<file path="src/rtl/rfsh_pkg.sv">
package rfsh_pkg;

  typedef enum logic {
    TB_HOST = 1'b0,
    TB_SUSP = 1'b1
  } tbase_e;

  // Timebase selected by the normal-refresh-enable bit.
  function automatic tbase_e tbase_of(input logic nref_en);
    return nref_en ? TB_HOST : TB_SUSP;
  endfunction

  // Next value of the enable bit: suspend entry clears it and wins over a set pulse.
  function automatic logic nref_next(input logic cur, input logic entry, input logic set_pulse);
    if (entry)          return 1'b0;
    else if (set_pulse) return 1'b1;
    else                return cur;
  endfunction

  // Counter width that can hold div-1 for the larger divider.
  function automatic int cnt_width(input int div_a, input int div_b);
    int m;
    m = (div_a > div_b) ? div_a : div_b;
    return (m > 1) ? $clog2(m) : 1;
  endfunction

endpackage

</file>
<file path="src/rtl/rfsh_susp_track.sv">
module rfsh_susp_track
  import rfsh_pkg::*;
(
  input  logic   clk,
  input  logic   rst_n,
  input  logic   susp_stat_n,
  input  logic   nref_set,
  output logic   in_susp,
  output logic   nref_en,
  output logic   entry_evt,
  output logic   switch_evt,
  output tbase_e mode_cur,
  output tbase_e mode_nxt
);

  logic nref_d;

  always_comb begin
    entry_evt  = ~susp_stat_n & ~in_susp;
    nref_d     = nref_next(nref_en, entry_evt, nref_set);
    switch_evt = nref_d ^ nref_en;
    mode_cur   = tbase_of(nref_en);
    mode_nxt   = tbase_of(nref_d);
  end

  always_ff @(posedge clk or negedge rst_n) begin
    if (!rst_n) begin
      in_susp <= 1'b0;
      nref_en <= 1'b0;
    end else begin
      in_susp <= ~susp_stat_n;
      nref_en <= nref_d;
    end
  end

endmodule

</file>
<file path="src/rtl/rfsh_interval_cnt.sv">
module rfsh_interval_cnt
  import rfsh_pkg::*;
#(
  parameter int HOST_DIV = 16,
  parameter int SUSP_DIV = 4,
  localparam int CNT_W = cnt_width(HOST_DIV, SUSP_DIV)
) (
  input  logic   clk,
  input  logic   rst_n,
  input  tbase_e mode_cur,
  input  tbase_e mode_nxt,
  input  logic   switch_evt,
  input  logic   host_tick,
  input  logic   susp_tick,
  output logic   expire_evt,
  output logic   req
);

  localparam logic [CNT_W-1:0] HOST_RLD = CNT_W'(HOST_DIV - 1);
  localparam logic [CNT_W-1:0] SUSP_RLD = CNT_W'(SUSP_DIV - 1);

  logic [CNT_W-1:0] cnt;
  logic             tick_sel;
  logic             fire;

  function automatic logic [CNT_W-1:0] reload_for(input tbase_e m);
    return (m == TB_SUSP) ? SUSP_RLD : HOST_RLD;
  endfunction

  always_comb begin
    tick_sel   = (mode_cur == TB_SUSP) ? susp_tick : host_tick;
    expire_evt = tick_sel && (cnt == '0);
    fire       = switch_evt || expire_evt;
  end

  always_ff @(posedge clk or negedge rst_n) begin
    if (!rst_n) begin
      cnt <= SUSP_RLD;
      req <= 1'b0;
    end else begin
      req <= fire;
      if (fire)          cnt <= reload_for(mode_nxt);
      else if (tick_sel) cnt <= cnt - 1'b1;
    end
  end

endmodule

</file>
<file path="src/rtl/rfsh_sched.sv">
module rfsh_sched
  import rfsh_pkg::*;
#(
  parameter int HOST_DIV = 16,
  parameter int SUSP_DIV = 4
) (
  input  logic clk,
  input  logic rst_n,
  input  logic host_tick_i,
  input  logic susp_tick_i,
  input  logic susp_stat_n_i,
  input  logic nref_set_i,
  output logic rfsh_req_o,
  output logic mode_o,
  output logic in_susp_o,
  output logic nref_en_o
);

  tbase_e mode_cur;
  tbase_e mode_nxt;
  logic   entry_evt;
  logic   switch_evt;
  logic   expire_evt;

  rfsh_susp_track u_track (
    .clk        (clk),
    .rst_n      (rst_n),
    .susp_stat_n(susp_stat_n_i),
    .nref_set   (nref_set_i),
    .in_susp    (in_susp_o),
    .nref_en    (nref_en_o),
    .entry_evt  (entry_evt),
    .switch_evt (switch_evt),
    .mode_cur   (mode_cur),
    .mode_nxt   (mode_nxt)
  );

  rfsh_interval_cnt #(
    .HOST_DIV(HOST_DIV),
    .SUSP_DIV(SUSP_DIV)
  ) u_cnt (
    .clk       (clk),
    .rst_n     (rst_n),
    .mode_cur  (mode_cur),
    .mode_nxt  (mode_nxt),
    .switch_evt(switch_evt),
    .host_tick (host_tick_i),
    .susp_tick (susp_tick_i),
    .expire_evt(expire_evt),
    .req       (rfsh_req_o)
  );

  assign mode_o = logic'(mode_cur);

endmodule

</file>
<file path="config.mk">
export PLATFORM = sky130hd
export DESIGN_NAME = rfsh_sched
export DESIGN_NICKNAME = d
export VERILOG_FILES = /design/src/rtl/rfsh_pkg.sv /design/src/rtl/rfsh_susp_track.sv /design/src/rtl/rfsh_interval_cnt.sv /design/src/rtl/rfsh_sched.sv
export SDC_FILE = /design/constraint.sdc
export NUM_CORES = 1
export LEC_CHECK = 0
export ABC_AREA = 1
export CAP_MARGIN = 0
export CORE_AREA = 2 2 39 41
export CTS_CLUSTER_DIAMETER = 200
export DETAILED_ROUTE_END_ITERATION = 6
export DIE_AREA = 0 0 41 43
export GPL_ROUTABILITY_DRIVEN = 0
export PLACE_DENSITY = 0.62
export SETUP_SLACK_MARGIN = 0.5
export SYNTH_ARGS = -nofsm -noshare
export SYNTH_HDL_FRONTEND = slang
export SYNTH_SLANG_ARGS = --single-unit
</file>
<file path="constraint.sdc">
create_clock -name clk -period 2.9 [get_ports clk]
set_input_delay 0.58 -clock clk [delete_from_list [all_inputs] [get_ports clk]]
set_output_delay 0.58 -clock clk [all_outputs]
set_load 0.05 [all_outputs]
</file>
==> impl_metrics.csv <==
group,metric,value,unit
cts,h-tree-depth,1,
final_layout,multiInputGateArea,203,um2
setup_path,start_kind,"flop",
timing,fmaxAchievable,0.456,GHz
cts,ctsResizeCount,0,
synthesis,synth_top_family_by_area,"simple AND/OR/NAND/NOR gates",
grt,antenna_found_initial,0,
die,die_y,43,um
hold_path,hp-class,"reg -> reg",
drt,vias,369,
timing,finalSetupTns,0,ps
grt,grt_pass1_vias,321,
synthesis,synthTopCellsByArea,"dfrtp_1 (29%), nand2_1 (16%), dfstp_2 (12%), inv_1 (8.8%), nand3_1 (8.2%)",
cts,cts_tree,"yes",
setup_path,cp_slowest_cell,"clkdlybuf4s50_1",
setup_path,cp.required,2320,ps
final_layout,drive_gt1_frac,0.179,
synthesis,yosysMostFrequentCell,"nand2_1",
timing,fin_skew,0.818,ps
timing,finalCriticalPeriod,2190,ps
pwr,peakVddDrop,199,uV
cts,worstSkewPairLatency,250,ps
drt,post_drt_wl_per_cell,9.05,um
synthesis,synth_compound_gate_area_share,0.0500,
setup_path,end_kind,"primary output",
pwr,power.density,602,nW/um2
cts,cts_hold_buf,0,
final_layout,fillers,141,
synthesis,syn_avg_cell_area,7.88,um2
cts,cts_num_sinks,7,
drt,wirelength,751,um
synthesis,syn-instance-count,54,
synthesis,synth_xor_area_frac,0,
setup_path,slowest_delay,810,ps
drt,drt-pass1-iter-count,2,
final_layout,fin_nets,76,
setup_path,crit_type,"reg -> out",
grt,grt-busiest-layer,"met4",
final_layout,fin_util,0.406,
synthesis,ys_seq_area_frac,0.418,
die,fp-row-count,14,
grt,grt_pass1_wl,1260,um
job,maxCapViolations,0,
synthesis,synthArstFlopShare,1.00,
timing,fin_ws,706,ps
cts,cts-root-buf,"clkbuf_4",
pwr,p_total,0.338,mW
synthesis,synth_area_leader_cell,"dfrtp_1",
timing,slew_violations,0,
drt,detail-route-antenna-nets,0,
grt,use_met3,0.0471,
place,port_buffers,9,
die,dieArea,1760,um2
cts,clock_path_buffers,2,
drt,post-route-drc-count,0,
setup_path,crit_chain,"inv_2, clkdlybuf4s50_1",
synthesis,ys_warn_count,0,
grt,use_met1,0.129,
place,dp_hpwl,601,um
drt,via_per_inst,4.45,
setup_path,cp.buffers_inverters,2,
synthesis,synth_nets,62,
setup_path,cp.arrival,1610,ps
grt,grt_overflow,0,
place,dpl_worst_slack,974,ps
outcome,status,"completed",
grt,grtUsageTotal,0.122,
setup_path,worstPathMaxFanout,6,
timing,hold_viol,0,
synthesis,syn_area,425,um2
grt,grt_max_degree,8,
final_layout,antenna_cells,0,
timing,rsz0062_at_grt,"no",
place,dp.cells,79,
grt,use_met2,0.150,
die,fp.coreArea,1380,um2
setup_path,cp_top_family,"buffers and inverters",
cts,path_clk_slew,50,ps
final_layout,seq_area,178,um2
synthesis,synth_cell_types,15,
timing,min_period_over_period,0.757,
timing,tightest_slew,492,ps
drt,dr.first_iter.drc_count,1,
synthesis,yosys.area_share.simple,0.368,
die,io_pins,10,
synthesis,synth_edf_count,0,
synthesis,synthMuxAreaShare,0,
die,initial_core_util,0.307,
synthesis,synth_top_area_frac,0.294,
synthesis,synth_fa_ha_area_frac,0.0588,
final_layout,fin_cells,83,
pwr,leakage,0.299,nW
synthesis,synth_common_cells,"nand2_1 (18), inv_1 (10), nand3_1 (7)",
timing,max_slew_margin,0.671,
cts,cts_buffers,3,
synthesis,synth_ff_type,"dfrtp_1",
die,die_w,41,um
final_layout,area_growth,32.1,%
timing,setup_viol,0,
synthesis,ys_seq_elements,7,
cts,postCtsSetupRepairBufs,0,
## worst paths after layout
kind / cells past startpoint / end / slack, ps / from
min reg2reg: 2 / u_cnt.cnt[0] / 510 / u_cnt.cnt[0]
max reg2reg: 6 / u_cnt.cnt[3] / 1590 / u_cnt.cnt[0]
max: 2 / mode_o / 710 / u_track.nref_en
min in group asynchronous: 1 / u_cnt.cnt[3] / 590 / rst_n
max in group asynchronous: 1 / u_cnt.cnt[1] / 2030 / rst_n
min: 2 / u_cnt.cnt[0] / 510 / u_cnt.cnt[0]
## registers in the layout (all words and copies together) (netlist names)
name / cells
u_cnt.cnt: 4
u_cnt.req: 1
u_track.in_susp: 1
u_track.nref_en: 1
## stage by stage
stage / cell area (um2) / hold WS [ps]
2_1_floorplan: 425 / 284
3_3_place_gp: 536 / 505
3_5_place_dp: 536 / 508
4_1_cts: 562 / 516
5_1_grt: 562 / 545
6_report: 562 / 510
## worst min-delay path, cell delays in order, from the launching register on
cell	delay, ps
dfstp_2	370
nand2_1	60
nand3_1	70
## cells in the final DEF (no fill, tap or decap)
| cell | Yosys | final |
|---|---|---|
| clkdlybuf4s50_1 | 0 | 9 |
| nand2_4 | 1 | 1 |
| nand3_1 | 7 | 7 |
| nor2_8 | 1 | 1 |
| dfrtp_1 | 5 | 5 |
| clkbuf_4 | 0 | 3 |
| inv_1 | 10 | 10 |
| o21a_1 | 1 | 1 |
| o21ai_0 | 1 | 1 |
| dfstp_2 | 2 | 2 |
| nor3_1 | 1 | 1 |
| nand2_2 | 1 | 1 |
| inv_2 | 2 | 2 |
| o21ai_2 | 1 | 1 |
| ha_1 | 2 | 2 |
| nor2_4 | 1 | 1 |
| nand2_1 | 18 | 18 |
| clkbuf_1 | 0 | 1 |
## power by group
group	switching, mW	leakage [nW]	internal (mW)
clock network	0.0358	0.0150	0.0525
logic	0.0695	0.204	0.0431
registers	0.0137	0.0795	0.124
total	0.119	0.299	0.219
## routing by layer
metal | wire length, um | vias up
li1 | - | 191
met1 | 323 | 165
met2 | 334 | 8
met3 | 41 | 5
met4 | 51 | 0
met5 | 0 | -
## cells by family (layout without fill, tap and decap cells)
kind of cell | count (synthesis) | after routing
AOI/OAI and AO/OA | 3 | 3
DFF | 7 | 7
and+or+nand+nor | 30 | 30
adders and majority gates | 2 | 2
buffers and inverters | 12 | 25
## final cells by class
cell class,instances,share of cell area
Timing Repair Buffer,9,0.160
Tap cell,16,0.0356
Multi-Input combinational cell,35,0.361
Inverter,12,0.0802
Clock buffer,4,0.0468
Sequential cell,7,0.316
No activity file was read; power rests on OpenSTA's default activity.
